--- config.mk ---
export PLATFORM = sky130hd
export DESIGN_NAME = wdog_itmr
export DESIGN_NICKNAME = d
export VERILOG_FILES = /design/src/rtl/wdog_pkg.sv /design/src/rtl/wdog_prescaler.sv /design/src/rtl/wdog_counter.sv /design/src/rtl/wdog_csr.sv /design/src/rtl/wdog_itmr.sv
export SDC_FILE = /design/constraint.sdc
export NUM_CORES = 1
export LEC_CHECK = 0
export ABC_AREA = 1
export BUFFER_PORTS_ARGS = -buffer_cell sky130_fd_sc_hd__buf_4
export CORE_ASPECT_RATIO = 1.75
export CORE_MARGIN = 1.5
export CORE_UTILIZATION = 40
export CTS_CLUSTER_DIAMETER = 30
export DETAILED_ROUTE_END_ITERATION = 12
export GPL_TIMING_DRIVEN = 0
export MAX_ROUTING_LAYER = met4
export PLACE_DENSITY_LB_ADDON = 0.12
export REMOVE_ABC_BUFFERS = 1
export SLEW_MARGIN = 25
export SYNTH_ARGS = -nofsm -noshare
export SYNTH_HDL_FRONTEND = slang
export SYNTH_SLANG_ARGS = --single-unit
--- constraint.sdc ---
create_clock -name clk_i -period 2.7 [get_ports clk_i]
set_input_delay 0.405 -clock clk_i [delete_from_list [all_inputs] [get_ports clk_i]]
set_output_delay 0.405 -clock clk_i [all_outputs]
set_load 0.01 [all_outputs]
--- src/rtl/wdog_pkg.sv ---
package wdog_pkg;

   localparam int unsigned SEL_W  = 3;
   localparam int unsigned N_TAPS = 1 << SEL_W;
   localparam int unsigned REG_W  = 8;
   localparam int unsigned RSV_W  = REG_W - SEL_W - 3;

   // control/status layout, most significant field first
   typedef struct packed {
      logic             ovf;
      logic             wdm;
      logic             run;
      logic [SEL_W-1:0] sel;
   } csr_t;

   // log2 of the division ratio for each clock-select code
   function automatic int unsigned tap_shift(input int unsigned code);
      case (code)
         0:       return 1;
         1:       return 6;
         2:       return 7;
         3:       return 9;
         4:       return 11;
         5:       return 13;
         6:       return 15;
         default: return 17;
      endcase
   endfunction

endpackage

--- src/rtl/wdog_prescaler.sv ---
module wdog_prescaler
   import wdog_pkg::*;
#(
   parameter int unsigned PRE_W = 17
) (
   input  logic             clk_i,
   input  logic             rst_ni,
   input  logic [SEL_W-1:0] sel_i,
   output logic             tick_o
);

   logic [PRE_W-1:0]  div_q;
   logic [N_TAPS-1:0] tap_tick;

   initial begin : p_param_chk
      assert (PRE_W >= tap_shift(N_TAPS - 1))
         else $error("prescaler narrower than the widest tap");
   end

   always_ff @(posedge clk_i) begin
      if (!rst_ni) div_q <= '0;
      else         div_q <= div_q + PRE_W'(1);
   end

   // one tick per full cycle of the low SH bits
   for (genvar t = 0; t < N_TAPS; t++) begin : g_tap
      localparam int unsigned SH = tap_shift(t);
      assign tap_tick[t] = &div_q[SH-1:0];
   end

   assign tick_o = tap_tick[sel_i];

endmodule

--- src/rtl/wdog_counter.sv ---
module wdog_counter #(
   parameter int unsigned CNT_W = 8
) (
   input  logic clk_i,
   input  logic rst_ni,
   input  logic run_i,
   input  logic tick_i,
   output logic wrap_o
);

   logic [CNT_W-1:0] cnt_q;

   initial begin : p_param_chk
      assert (CNT_W >= 2) else $error("counter width below 2");
   end

   always_ff @(posedge clk_i) begin
      if (!rst_ni)     cnt_q <= '0;
      else if (!run_i) cnt_q <= '0;
      else if (tick_i) cnt_q <= cnt_q + CNT_W'(1);
   end

   assign wrap_o = run_i & tick_i & (&cnt_q);

endmodule

--- src/rtl/wdog_csr.sv ---
module wdog_csr
   import wdog_pkg::*;
#(
   parameter logic [7:0] WR_KEY = 8'hA5
) (
   input  logic             clk_i,
   input  logic             rst_ni,
   input  logic             wr_i,
   input  logic [15:0]      wdata_i,
   input  logic             rd_i,
   input  logic             wrap_i,
   input  logic             wd_rst_i,
   output csr_t             csr_o,
   output logic [REG_W-1:0] rdata_o
);

   csr_t csr_q;
   logic arm_q;
   logic key_ok;
   logic clr_ok;
   logic unused_bits;

   assign key_ok      = wr_i && (wdata_i[15:8] == WR_KEY);
   assign clr_ok      = key_ok && !wdata_i[7] && arm_q;
   assign unused_bits = ^wdata_i[4:3];

   always_ff @(posedge clk_i) begin
      if (!rst_ni || wd_rst_i) begin
         csr_q <= '0;
         arm_q <= 1'b0;
      end else begin
         if (key_ok) begin
            csr_q.wdm <= wdata_i[6];
            csr_q.run <= wdata_i[5];
            csr_q.sel <= wdata_i[SEL_W-1:0];
         end
         // a wrap outranks a clear arriving in the same cycle
         if (wrap_i)      csr_q.ovf <= 1'b1;
         else if (clr_ok) csr_q.ovf <= 1'b0;
         // arming read; discarded by any keyed write or a new wrap
         if (wrap_i || key_ok)     arm_q <= 1'b0;
         else if (rd_i && csr_q.ovf) arm_q <= 1'b1;
      end
   end

   assign csr_o   = csr_q;
   assign rdata_o = {csr_q.ovf, csr_q.wdm, csr_q.run, {RSV_W{1'b1}}, csr_q.sel};

endmodule

--- src/rtl/wdog_itmr.sv ---
module wdog_itmr
   import wdog_pkg::*;
#(
   parameter int unsigned CNT_W  = 8,
   parameter int unsigned PRE_W  = 17,
   parameter logic [7:0]  WR_KEY = 8'hA5
) (
   input  logic        clk_i,
   input  logic        rst_ni,
   input  logic        reg_wr_i,
   input  logic [15:0] reg_wdata_i,
   input  logic        reg_rd_i,
   output logic [7:0]  reg_rdata_o,
   input  logic        rst_gen_en_i,
   output logic        irq_o,
   output logic        rst_req_o
);

   csr_t csr;
   logic tick;
   logic wrap;
   logic wd_rst;
   logic rst_req_q;

   initial begin : p_param_chk
      assert (REG_W == 8) else $error("register must be one byte");
   end

   wdog_prescaler #(.PRE_W(PRE_W)) u_pre (
      .clk_i  (clk_i),
      .rst_ni (rst_ni),
      .sel_i  (csr.sel),
      .tick_o (tick)
   );

   wdog_counter #(.CNT_W(CNT_W)) u_cnt (
      .clk_i  (clk_i),
      .rst_ni (rst_ni),
      .run_i  (csr.run),
      .tick_i (tick),
      .wrap_o (wrap)
   );

   assign wd_rst = wrap & csr.wdm & rst_gen_en_i;

   wdog_csr #(.WR_KEY(WR_KEY)) u_csr (
      .clk_i    (clk_i),
      .rst_ni   (rst_ni),
      .wr_i     (reg_wr_i),
      .wdata_i  (reg_wdata_i),
      .rd_i     (reg_rd_i),
      .wrap_i   (wrap),
      .wd_rst_i (wd_rst),
      .csr_o    (csr),
      .rdata_o  (reg_rdata_o)
   );

   always_ff @(posedge clk_i) begin
      if (!rst_ni) rst_req_q <= 1'b0;
      else         rst_req_q <= wd_rst;
   end

   assign rst_req_o = rst_req_q;
   assign irq_o     = csr.ovf & ~csr.wdm;

endmodule

Word-level counts from Yosys, hierarchy flattened --
Index checks and enable logic that the tools add are counted.
Cells by class: add/sub/neg operators 2, order comparisons 1, equality and inequality tests 1, muxes and demuxes 4, bitwise logic cells 6, reductions and logical operators 19
Operators with widths (number):
- adder 17 x 1 -> 17 bit (second input constant) | 1
- AND reduction 17 bit | 1
- AND reduction 15 bit | 1
- AND reduction 13 bit | 1
- AND reduction 11 bit | 1
- AND reduction 9 bit | 1
- adder 8 x 1 -> 8 bit (second input constant) | 1
- equality test 8 bit (second input constant) | 1
- AND reduction 8 bit | 1
- AND reduction 7 bit | 1
- AND reduction 6 bit | 1
- AND 1 bit | 5
- logical AND 1 bit | 4
- < comparator 3 x 4 -> 1 bit (second input constant) | 1
- binary-select mux 1 bit (select 3 bit) | 1
- two-way mux 1 bit | 3
- zero test 1 bit | 2
- logical OR 1 bit | 2
- AND reduction 2 bit | 1
- nonzero test 2 bit | 1
- OR reduction 2 bit | 1
- inverter 1 bit | 1
Word-level totals: register bits after elaboration 33, input port bits 21, output and inout bits 10, logic and storage cells 41

Logic depth before layout (Yosys ltp) --
Gate-level depths: netlist of the first run.
depth after elaboration 9, gate-level depth with buffers 16, depth with buffers taken out 16

By module --
Synthesis of the first run repeated with hierarchy kept, for this count alone.
Second synthesis, totals: cell total of the unflattened synthesis 262, area, all modules 1783.0 µm²
Modules (own cells, without submodules):
- wdog_prescaler | instances 1, cells an instance 139, area each 887.1 µm²
- wdog_csr | instances 1, cells an instance 62, area each 478.0 µm²
- wdog_counter | instances 1, cells an instance 54, area each 366.6 µm²
- wdog_itmr | instances 1, cells an instance 7, area each 51.3 µm²

Worst setup path before layout of the first run --
OpenSTA, ideal clock, no wires.
path kind flip-flop to flip-flop, start register u_pre.div_q[0], end register u_csr.csr_q, in the netlist u_csr.csr_o[0], arrival 1.784 ns, required time 2.587 ns, path slack 0.803 ns, stages on the path, launching flop included 16, path buffers 0, clock period less this slack 1.897 ns, cells stage by stage dfxtp_1 > ha_1 > nand2_1 > nor2_2 > nand2_4 > nor2_4 > nand2_1 > nor2_1 > ha_1 > a21oi_1 > nand2_2 > nand2_2 > nand2_4 > nand4_1 > nand2_2 > nor2_1
On the way: word-level cells in the longest chain between the ends 8, elaborated cells between the ends (all ways) 14, those cells by class 2 x mux; 4 x bitwise; 8 x reduce/logical
Ends and longest elaborated chain:
- from (decl) | line wdog_prescaler.sv:12 | logic [PRE_W-1:0] div_q;
- from (signal assigned) | line wdog_prescaler.sv:22 | else div_q <= div_q + PRE_W'(1);
- AND reduction 17 bit (tied with other cells) | line wdog_prescaler.sv:28 | assign tap_tick[t] = &div_q[SH-1:0];
- binary-select mux 1 bit (select 3 bit) * | line wdog_prescaler.sv:31 | assign tick_o = tap_tick[sel_i];
- two-way mux 1 bit (not written as such) * | line wdog_prescaler.sv:31
- AND 1 bit * (2 in a row) | line wdog_counter.sv:23 | assign wrap_o = run_i & tick_i & (&cnt_q);
- AND 1 bit * (2 in a row) | line wdog_itmr.sv:44 | assign wd_rst = wrap & csr.wdm & rst_gen_en_i;
- logical OR 1 bit * | line wdog_csr.sv:28 | if (!rst_ni || wd_rst_i) begin
- to (decl) | line wdog_csr.sv:17 | csr_t csr_q;
Every way passes the cells marked *; elsewhere a longest branch is shown, timed or not. The select of a mux whose other input is x is not followed. A chain may end at the register's enable or synchronous reset.

Final worst setup path of the first run --
start register u_pre.div_q[0], end register u_csr.csr_q, in the netlist u_csr.csr_o[1]
The elaborated chain is that of the path after synthesis.

==> results of run 1 <==
==> routing by layer <==
layer  vias up  share of wire
met2        16           0.53
met4         0          0.025
met1       637           0.42
li1        794              -
met3         7          0.024
met5         -              0
==> worst paths after layout <==
path / cells past startpoint / endpoint / from
worst min-delay path: 3 / u_pre.div_q[8]$_SDFF_PN0_ / rst_ni
worst max-delay path: 15 / u_csr.csr_o[1]$_SDFFE_PP0P_ / u_pre.div_q[0]$_SDFF_PN0_
worst min register to register: 2 / u_pre.div_q[14]$_SDFF_PN0_ / u_pre.div_q[14]$_SDFF_PN0_
worst max register to register: 15 / u_csr.csr_o[1]$_SDFFE_PP0P_ / u_pre.div_q[0]$_SDFF_PN0_
==> metrics by stage <==
stage	hold slack, ns	total power, W
floorplan	0.430	0.000526
global placement	0.454	0.000554
detailed placement	0.459	0.000555
CTS	0.423	0.000934
global route	0.425	0.000957
finish	0.429	0.000917
==> layout make-up <==
| class | instances | area (um2) |
|---|---|---|
| Multi-Input combinational cell | 160 | 807 |
| Sequential cell | 33 | 661 |
| Timing Repair Buffer | 26 | 195 |
| Clock buffer | 7 | 86.3 |
| Inverter | 39 | 146 |
| Fill cell | 425 | 1990 |
| Tap cell | 48 | 60.1 |
==> cell usage in the layout, fill, tap and decap left out, drive strengths merged, types with 2 or more instances in the layout <==
cell type and instances:
clkbuf 7, o21ai 14, buf 26, inv 38, o21a 2, ha 4
nand2 51, a21oi 17, conb 2, nand3 12, nor3 6, nor2 41
dfxtp 33, xor2 2, nand4 4
==> cell families after synthesis <==
family,count (synthesis)
compound gates,33
xor+xnor,2
fa+ha+maj,4
buf+inv,45
flops,33
other cells,1
simple gates,119
==> worst max-delay path: stages (launching register included) <==
cell	delay, ns
sky130_fd_sc_hd__dfxtp_1	0.38
sky130_fd_sc_hd__ha_1	0.20
sky130_fd_sc_hd__nand2_1	0.09
sky130_fd_sc_hd__nor2_2	0.14
sky130_fd_sc_hd__nand2_4	0.09
sky130_fd_sc_hd__nor2_4	0.14
sky130_fd_sc_hd__nand2_1	0.09
sky130_fd_sc_hd__nor2_1	0.11
sky130_fd_sc_hd__ha_1	0.15
sky130_fd_sc_hd__a21oi_1	0.07
sky130_fd_sc_hd__nand2_2	0.09
sky130_fd_sc_hd__nand2_2	0.06
sky130_fd_sc_hd__nand2_4	0.16
sky130_fd_sc_hd__nand4_1	0.15
sky130_fd_sc_hd__nand2_2	0.17
sky130_fd_sc_hd__nor2_1	0.05
==> power by group through the flow <==
stage | logic (W) | clock network (W) | registers (W)
2_1_floorplan | 0.0000226 | 0 | 0.000504
3_3_place_gp | 0.0000499 | 0 | 0.000504
3_5_place_dp | 0.0000505 | 0 | 0.000505
4_1_cts | 0.0000506 | 0.000390 | 0.000494
5_1_grt | 0.0000559 | 0.000408 | 0.000494
6_report | 0.0000499 | 0.000374 | 0.000494
==> sequential cells by signal, summed over array words and instances, names as in the netlist <==
signal and cells:
u_csr.csr_o 6, u_csr.arm_q 1, u_cnt.cnt_q 8, rst_req_o 1
u_pre.div_q 17
==> cells in the mapped netlist (all sizes together) <==
cell type | number | area (um2)
a21oi | 17 | 92.6
and3 | 1 | 6.26
buf | 4 | 42.5
clkbuf | 2 | 7.51
clkinv | 1 | 3.75
conb | 1 | 3.75
dfxtp | 33 | 661
ha | 4 | 50.1
inv | 38 | 143
nand2 | 51 | 216
nand3 | 12 | 65.1
nand3b | 1 | 20.0
nand4 | 4 | 25.0
nor2 | 41 | 171
nor3 | 6 | 30.0
nor3b | 1 | 7.51
nor4 | 1 | 6.26
o21a | 2 | 15.0
o21ai | 14 | 70.1
or2 | 1 | 6.26
xor2 | 2 | 17.5
==> summary.txt, run 1 <==
internal power -> 0.000717 W
Syn Inst Count -> 237
ratio of cells with drive above 1 in the final layout -> 0.174
part of the Yosys area used for sequential elements -> 0.398
total routing resource utilization after global routing -> 0.176
Total Die Area -> 4560 um2
Final Hold Fails -> 0
met3 global-route usage -> 0.0372
number of I/O port buffers -> 26
Clock Sink Count -> 33
setup repair after global routing missed its margin -> no
summed instance area of the synthesized netlist -> 1660 um2
post-layout utilization of the core -> 0.496
drt first-iter violations -> 23
kind of critical path -> flop to flop
dominant combinational cell family by area after synthesis -> simple AND/OR/NAND/NOR gates
synthesized-area fraction occupied by xor and xnor cells -> 0.0106
FP Rows -> 30
GRT met2 Usage -> 0.316
Initial Utilization -> 0.421
post-synthesis compound-gate area fraction -> 0.107
insertion delay of the later-clocked pin in the worst-skew pair -> 0.28 ns
fraction of power consumed by combinational cells -> 0.054
largest net degree at the start of global routing -> 17
H-tree depth -> 2
Placement Setup Slack -> 0.434 ns
number of gates resized after cts -> 0
met1 usage in global routing -> 0.175
drt via density -> 4.65
average cell area after synthesis -> 7.01 um2
warning count from the yosys run -> 0
die outline height -> 88.2 um
WL/cell -> 10.7 um
remaining global-route overflow -> 0
number of max-slew violations in the final report -> 0
Clock Skew -> 0.00375 ns
Total Nets Final -> 290
final setup vio count -> 0
count of pins on the block boundary -> 31
quantity of hold-fixing buffers added after cts -> 0
Leak Pwr -> 0.852 nW
Final Instance Area -> 1960 um2
TritonCTS clock tree -> done
number of unique standard cell types used by synthesis -> 29
Post-Synth Simple-Gate Area -> 0.334
Detailed Routing Iterations Pass 1 -> 4
final routed DRC violation total -> 0
period utilisation layout -> 0.835
flops & latches, synth -> 33
fraction of power spent switching nets -> 0.218
mux share of post-synthesis cell area -> 0
post-placement cell count -> 306
Tmin final -> 2.25 ns
critical-path maximum fanout -> 16
busiest grt layer -> met2
number of diodes -> 0
pwr dens -> 469 nW/um2
total core area -> 3940 um2
# Max-Cap Violations -> 0
setup fix buffers added after clock tree synthesis -> 0
Placement Cell Area -> 1870 um2
post-layout worst setup margin -> 0.446 ns
Flop pwr share -> 0.538
master cell of the clock root buffer -> sky130_fd_sc_hd__clkbuf_8
sum of negative setup slack -> 0 ns
adder-cell area share of the yosys netlist -> 0.0301
Die X -> 51.7 um
data arrival time of the worst path -> 2.43 ns
total half-perimeter wirelength after legalization and detailed placement -> 2590 um
power dissipated by switching net loads -> 0.000200 W
Final Instance Count excl. Fillers -> 313
Clock power frac -> 0.407
via count -> 1,454
last weighted congestion value of the routability-driven placer -> 0.753
area growth from synthesis to layout -> 17.8%
Worst-path clk slew -> 0.07 ns
DRT Wirelength -> 3340 um
R2R setup slack -> 0.45 ns
Crit. End Element -> flop
first-pass GRT wire length -> 5870 um
CP Launch Type -> flop
antenna violations before repair -> 0
highest ir drop seen on vdd -> 0.377 mV
maximum buffer depth of the clock tree -> 2
hold crit path type -> input pin to flop
Inserted Clock Buffers -> 5
status -> complete, no violations
maximum clock frequency -> 444 MHz
required time reported for the critical path endpoint -> 2.88 ns
remaining antenna violation count after routing -> 0
vias in the first global route -> 1,411
Power figures use the tool's default switching activity.
==> run 2: changes to the inputs <==
==> constraint.sdc (replaced) <==
create_clock -name clk_i -period 1.9 [get_ports clk_i]
set_input_delay 0.285 -clock clk_i [delete_from_list [all_inputs] [get_ports clk_i]]
set_output_delay 0.285 -clock clk_i [all_outputs]
set_load 0.01 [all_outputs]
==> summary.txt, run 2 (synthesis gave the netlist of run 1 again) <==
status -> finished, violations left
violations in the final reports -> setup timing
H-tree depth -> 2 (unchanged)
Top reg by flops -> u_pre.div_q
maximum buffer depth of the clock tree -> 2 (unchanged)
remaining antenna violation count after routing -> 0 (unchanged)
FP Rows -> 30 (unchanged)
number of diodes -> 0 (unchanged)
Worst Hold Launch -> rst_ni
sum of negative setup slack -> -0.256 ns (-0.256 ns)
Hold WS -> 0.314 ns (-0.115 ns)
CP Cell Sequence -> ha_4, nand2_4, nor2_4, nand2_4, nor2_4, nand2_2, nor2_2, ha_2, a21oi_2, nand2_2, nand2_4, nand2_8, nand4_1, nand2_2, nor2_1
fraction of power consumed by combinational cells -> 0.081 (+0.027)
DRT Wirelength -> 3800 um (+14%)
commonest non-fill, non-tap cell in the layout -> sky130_fd_sc_hd__buf_4
worst r2r src -> u_pre.div_q[0]$_SDFF_PN0_
setup repair after global routing missed its margin -> yes
total core area -> 3940 um2 (unchanged)
Initial Utilization -> 0.421 (unchanged)
final setup vio count -> 8 (+8)
Detailed Routing Iterations Pass 1 -> 4 (unchanged)
commonest cells after routing, fill and taps aside -> sky130_fd_sc_hd__buf_4, sky130_fd_sc_hd__nand2_1, sky130_fd_sc_hd__inv_1
die outline height -> 88.2 um (unchanged)
required time reported for the critical path endpoint -> 2.07 ns (-0.81 ns)
Critical Path Stages -> 15 (unchanged)
area growth from synthesis to layout -> 35.9%
critical-path maximum fanout -> 6 (-10)
Clock Sink Count -> 33 (unchanged)
Die X -> 51.7 um (unchanged)
Overall Power -> 0.00134 W (+47%)
capturing point of the worst reg2reg path -> u_csr.csr_o[1]$_SDFFE_PP0P_
WL/cell -> 11.4 um (+6.6%)
total half-perimeter wirelength after legalization and detailed placement -> 2590 um (unchanged)
data arrival time of the worst path -> 2.12 ns (-0.31 ns)
master cell of the clock root buffer -> sky130_fd_sc_hd__clkbuf_8
vias in the first global route -> 1,556 (+10%)
# Max-Cap Violations -> 0 (unchanged)
largest net degree at the start of global routing -> 14 (-3)
Leak Pwr -> 0.996 nW (+17%)
highest ir drop seen on vdd -> 0.525 mV (+39%)
Hold Crit Depth -> 3 (unchanged)
internal power -> 0.00104 W (+46%)
number of max-slew violations in the final report -> 0 (unchanged)
TritonCTS clock tree -> done
R2R setup slack -> -0.05 ns (-0.49 ns)
last weighted congestion value of the routability-driven placer -> 0.753 (unchanged)
kind of critical path -> flop to flop
post-layout worst setup margin -> -0.0456 ns (-0.492 ns)
Crit. End Element -> flop
Tmin final -> 1.95 ns (-0.308 ns)
Worst Path Buf+Inv -> 0 (unchanged)
period utilisation layout -> 1.02 (+0.189)
number of flip-flops in the largest register -> 17 (unchanged)
ratio of cells with drive above 1 in the final layout -> 0.315 (+0.141)
Clock Skew -> 0.00366 ns (-0.0000880 ns)
Inserted Clock Buffers -> 5 (unchanged)
drt first-iter violations -> 28 (+22%)
drt via density -> 4.71 (+1.3%)
insertion delay of the later-clocked pin in the worst-skew pair -> 0.28 ns (about the same)
fraction of power spent switching nets -> 0.223 (+0.00547)
pwr dens -> 596 nW/um2 (+27%)
power dissipated by switching net loads -> 0.000300 W (+50%)
remaining global-route overflow -> 0 (unchanged)
quantity of hold-fixing buffers added after cts -> 0 (unchanged)
count of pins on the block boundary -> 31 (unchanged)
Flop pwr share -> 0.523 (-0.015)
Total Nets Final -> 311 (+7.2%)
Clock power frac -> 0.395 (-0.012)
Worst-path clk slew -> 0.06 ns (about the same)
Final Hold Fails -> 0 (unchanged)
number of cells on the worst reg-to-reg path -> 15 (unchanged)
number of I/O port buffers -> 26 (unchanged)
largest incremental delay on the critical path -> 0.35 ns (-0.03 ns)
Total Die Area -> 4560 um2 (unchanged)
endpoint of the worst hold path -> u_pre.div_q[1]$_SDFF_PN0_
CP Launch Type -> flop
Final Instance Count excl. Fillers -> 334 (+6.7%)
antenna violations before repair -> 0 (unchanged)
Placement Cell Area -> 1870 um2 (unchanged)
first-pass GRT wire length -> 6400 um (+9.1%)
final routed DRC violation total -> 0 (unchanged)
post-placement cell count -> 306 (unchanged)
Final Instance Area -> 2260 um2 (+15%)
via count -> 1,572 (+8.1%)
maximum clock frequency -> 514 MHz (+16%)
hold crit path type -> input pin to flop
CP top delay family -> simple AND/OR/NAND/NOR gates
total routing resource utilization after global routing -> 0.192 (+0.0160)
cell with the largest stage delay on the worst path -> sky130_fd_sc_hd__dfxtp_2
run 2: changes by cell type in the layout (fill, tap and decap cells not counted), moves of 4 or more:
cell / change
sky130_fd_sc_hd__buf_4: +15
sky130_fd_sc_hd__buf_6: +4
sky130_fd_sc_hd__nand2_1: -8
sky130_fd_sc_hd__nand2_2: +5
sky130_fd_sc_hd__nor2_1: -5
sky130_fd_sc_hd__nor2_2: +4
run 2: power groups by stage:
| stage | combinational, W | clock, W | sequential (W) |
|---|---|---|---|
| floorplan | 0.0000321 | 0 | 0.000716 |
| global placement | 0.0000709 | 0 | 0.000717 |
| detailed placement | 0.0000718 | 0 | 0.000717 |
| CTS | 0.000101 | 0.000554 | 0.000704 |
| global route | 0.000121 | 0.000582 | 0.000703 |
| finish | 0.000109 | 0.000532 | 0.000704 |
run 2: how the worst max path moves through the flow:
| stage | endpoint | slack, ns | startpoint |
|---|---|---|---|
| after floorplan | u_csr.csr_o[0]$_SDFFE_PP0P_ | -0.06 | u_pre.div_q[0]$_SDFF_PN0_ |
| after global placement | u_csr.csr_o[4]$_SDFFE_PP0P_ | -0.33 | u_pre.div_q[0]$_SDFF_PN0_ |
| after detailed placement | u_csr.csr_o[1]$_SDFFE_PP0P_ | -0.37 | u_pre.div_q[0]$_SDFF_PN0_ |
| after CTS | u_csr.csr_o[1]$_SDFFE_PP0P_ | -0.12 | u_pre.div_q[1]$_SDFF_PN0_ |
| after global routing | u_csr.csr_o[5]$_SDFFE_PP0P_ | -0.18 | u_pre.div_q[0]$_SDFF_PN0_ |
| final | u_csr.csr_o[1]$_SDFFE_PP0P_ | -0.05 | u_pre.div_q[0]$_SDFF_PN0_ |
run 2: per-layer routing:
metal  wire length, um  global-route usage  part of all wire  vias to the layer above
met1              1560               0.187              0.41                      707
met4                98               0.103             0.026                        0
met5                 0                   -                 0                        -
met3                85              0.0372             0.022                        8
li1                  -                   -                 -                      837
met2              2060               0.350              0.54                       20
run 2: worst min-delay path: stages:
cell and delay, ns:
sky130_fd_sc_hd__buf_4 0.17, sky130_fd_sc_hd__nand2_1 0.07, sky130_fd_sc_hd__inv_1 0.03
run 2: timing repair:
| item | 4_1_cts | 5_1_grt |
|---|---|---|
| setup endpoints to repair | 16 | 17 |
| pin swaps | 16 | 15 |
| gates resized for setup | 23 | 13 |
| buffers inserted | 19 | 1 |
| gates cloned | 1 | 0 |
run 2: area by class of cell:
cell class | instances | area (um2)
Multi-Input combinational cell | 161 | 925
Inverter | 39 | 149
Clock buffer | 7 | 86.3
Sequential cell | 33 | 663
Tap cell | 48 | 60.1
Fill cell | 388 | 1690
Timing Repair Buffer | 46 | 373
run 2: per-stage QoR:
step                      setup slack (ns)   util
after floorplan                    -0.0613      -
after global routing                -0.181  0.572
after detailed placement            -0.366  0.474
final                              -0.0456  0.572
after global placement              -0.334  0.474
after CTS                           -0.120  0.560
==> run 3: changes to the inputs <==
==> constraint.sdc (replaced) <==
create_clock -name clk_i -period 1.7 [get_ports clk_i]
set_input_delay 0.255 -clock clk_i [delete_from_list [all_inputs] [get_ports clk_i]]
set_output_delay 0.255 -clock clk_i [all_outputs]
set_load 0.01 [all_outputs]
==> summary.txt, run 3 (synthesis gave the netlist of run 1 again) <==
Overall Power -> 0.00150 W (+12%)
# Max-Cap Violations -> 0 (unchanged)
hold crit path type -> input pin to flop
final setup vio count -> 17 (+9)
Clock Skew -> 0.00398 ns (+0.000325 ns)
highest ir drop seen on vdd -> 0.596 mV (+13%)
area growth from synthesis to layout -> 37.5%
worst r2r src -> u_pre.div_q[0]$_SDFF_PN0_
period utilisation layout -> 1.16 (+0.134)
Top reg by flops -> u_pre.div_q
Die X -> 51.7 um (unchanged)
Tmin final -> 1.97 ns (+0.0233 ns)
commonest non-fill, non-tap cell in the layout -> sky130_fd_sc_hd__buf_4
setup repair after global routing missed its margin -> yes
total core area -> 3940 um2 (unchanged)
CP Launch Type -> flop
Total Die Area -> 4560 um2 (unchanged)
pwr dens -> 659 nW/um2 (+11%)
vias in the first global route -> 1,570 (+0.90%)
FP Rows -> 30 (unchanged)
Leak Pwr -> 1.01 nW (+0.96%)
number of I/O port buffers -> 26 (unchanged)
Final Instance Area -> 2280 um2 (+1.2%)
H-tree depth -> 2 (unchanged)
status -> finished, violations left
critical-path maximum fanout -> 3 (-3)
master cell of the clock root buffer -> sky130_fd_sc_hd__clkbuf_8
Hold Crit Depth -> 3 (unchanged)
ratio of cells with drive above 1 in the final layout -> 0.324 (+0.00936)
Clock power frac -> 0.396 (about the same)
Clock Sink Count -> 33 (unchanged)
Worst Hold Launch -> rst_ni
Inserted Clock Buffers -> 5 (unchanged)
drt via density -> 4.73 (+0.46%)
required time reported for the critical path endpoint -> 1.88 ns (-0.19 ns)
maximum buffer depth of the clock tree -> 2 (unchanged)
post-layout worst setup margin -> -0.269 ns (-0.223 ns)
fraction of power consumed by combinational cells -> 0.081 (about the same)
kind of critical path -> flop to flop
final routed DRC violation total -> 0 (unchanged)
commonest cells after routing, fill and taps aside -> sky130_fd_sc_hd__buf_4, sky130_fd_sc_hd__nand2_1, sky130_fd_sc_hd__inv_1
violations in the final reports -> setup timing
number of flip-flops in the largest register -> 17 (unchanged)
number of cells on the worst reg-to-reg path -> 16 (+1)
data arrival time of the worst path -> 2.15 ns (+0.03 ns)
Final Hold Fails -> 0 (unchanged)
Worst-path clk slew -> 0.07 ns (about the same)
internal power -> 0.00117 W (+12%)
drt first-iter violations -> 22 (-21%)
capturing point of the worst reg2reg path -> u_pre.div_q[14]$_SDFF_PN0_
Crit. End Element -> flop
remaining global-route overflow -> 0 (unchanged)
Detailed Routing Iterations Pass 1 -> 4 (unchanged)
post-layout utilization of the core -> 0.579 (+0.00667)
quantity of hold-fixing buffers added after cts -> 0 (unchanged)
fraction of power spent switching nets -> 0.224 (+0.000332)
insertion delay of the later-clocked pin in the worst-skew pair -> 0.28 ns (about the same)
largest net degree at the start of global routing -> 14 (unchanged)
endpoint of the worst hold path -> u_pre.div_q[1]$_SDFF_PN0_
power dissipated by switching net loads -> 0.000336 W (+12%)
via count -> 1,584 (+0.76%)
count of pins on the block boundary -> 31 (unchanged)
last weighted congestion value of the routability-driven placer -> 0.753 (unchanged)
WL/cell -> 11.5 um (+0.67%)
number of diodes -> 0 (unchanged)
number of max-slew violations in the final report -> 0 (unchanged)
total routing resource utilization after global routing -> 0.196 (+0.00355)
remaining antenna violation count after routing -> 0 (unchanged)
sum of negative setup slack -> -3.70 ns (-3.44 ns)
R2R setup slack -> -0.27 ns (-0.22 ns)
DRT Wirelength -> 3840 um (+0.97%)
antenna violations before repair -> 0 (unchanged)
total half-perimeter wirelength after legalization and detailed placement -> 2590 um (unchanged)
maximum clock frequency -> 508 MHz (-1.2%)
Total Nets Final -> 312 (+0.32%)
die outline height -> 88.2 um (unchanged)
Flop pwr share -> 0.523 (about the same)
Placement Cell Area -> 1870 um2 (unchanged)
first-pass GRT wire length -> 6480 um (+1.3%)
Initial Utilization -> 0.421 (unchanged)
TritonCTS clock tree -> done
worst setup path startpoint -> u_pre.div_q[0]$_SDFF_PN0_
run 3: cell count changes in the layout (fill, tap and decap cells not counted), sizes merged:
cell,previous run,this run
buf,46,47
run 3: worst max-delay path: stages, from the launching register on:
cell and delay (ns):
sky130_fd_sc_hd__dfxtp_2 0.35, sky130_fd_sc_hd__ha_4 0.15, sky130_fd_sc_hd__nand2_4 0.06, sky130_fd_sc_hd__nor2_4 0.10, sky130_fd_sc_hd__nand2_4 0.07, sky130_fd_sc_hd__nor2_4 0.10
sky130_fd_sc_hd__nand2_2 0.07, sky130_fd_sc_hd__buf_4 0.13, sky130_fd_sc_hd__buf_4 0.12, sky130_fd_sc_hd__buf_6 0.10, sky130_fd_sc_hd__buf_6 0.10, sky130_fd_sc_hd__buf_6 0.10
sky130_fd_sc_hd__buf_6 0.10, sky130_fd_sc_hd__buf_6 0.10, sky130_fd_sc_hd__buf_6 0.10, sky130_fd_sc_hd__nand2_2 0.05, sky130_fd_sc_hd__a21oi_1 0.04
run 3: worst max-delay path by stage:
| stage | cells past startpoint | to | slack, ns |
|---|---|---|---|
| after global placement | 15 | u_csr.csr_o[4]$_SDFFE_PP0P_ | -0.53 |
| after detailed placement | 15 | u_csr.csr_o[1]$_SDFFE_PP0P_ | -0.57 |
| after floorplan | 15 | u_csr.csr_o[0]$_SDFFE_PP0P_ | -0.26 |
| after global routing | 17 | u_csr.csr_o[5]$_SDFFE_PP0P_ | -0.40 |
| after CTS | 15 | u_csr.csr_o[1]$_SDFFE_PP0P_ | -0.32 |
| final | 16 | u_pre.div_q[14]$_SDFF_PN0_ | -0.27 |
run 3: stage by stage:
step / hold WS, ns / cells / setup WS [ns]
2_1_floorplan: 0.348 / 232 / -0.261
3_3_place_gp: 0.454 / 306 / -0.534
3_5_place_dp: 0.459 / 306 / -0.566
4_1_cts: 0.272 / 333 / -0.320
5_1_grt: 0.270 / 335 / -0.398
6_report: 0.283 / 335 / -0.269
run 3: cell type report:
cell class	instances	area [um2]
Fill cell	386	1660
Inverter	39	149
Clock buffer	7	86.3
Timing Repair Buffer	47	392
Multi-Input combinational cell	161	932
Sequential cell	33	663
Tap cell	48	60.1
run 3: repair_timing:
item                                    in CTS  in global routing
buffers inserted                            19                  2
endpoints found under the setup margin      16                 21
gates cloned                                 1                  0
resized for setup                           26                 15
pin swaps                                   16                 15
run 3: layer usage:
layer | vias to the layer above | wire length (um) | GRT usage | share of wire
met5 | - | 0 | - | 0
met4 | 0 | 114 | 0.115 | 0.030
met3 | 10 | 100 | 0.0422 | 0.026
met2 | 24 | 2110 | 0.353 | 0.55
met1 | 711 | 1510 | 0.185 | 0.39
li1 | 839 | - | - | -
run 3: power by group through the flow:
stage | combinational (W) | clock, W | sequential [W]
after CTS | 0.000113 | 0.000619 | 0.000786
after global placement | 0.0000793 | 0 | 0.000801
after floorplan | 0.0000359 | 0 | 0.000800
after detailed placement | 0.0000802 | 0 | 0.000801
final | 0.000122 | 0.000595 | 0.000787
after global routing | 0.000135 | 0.000653 | 0.000786
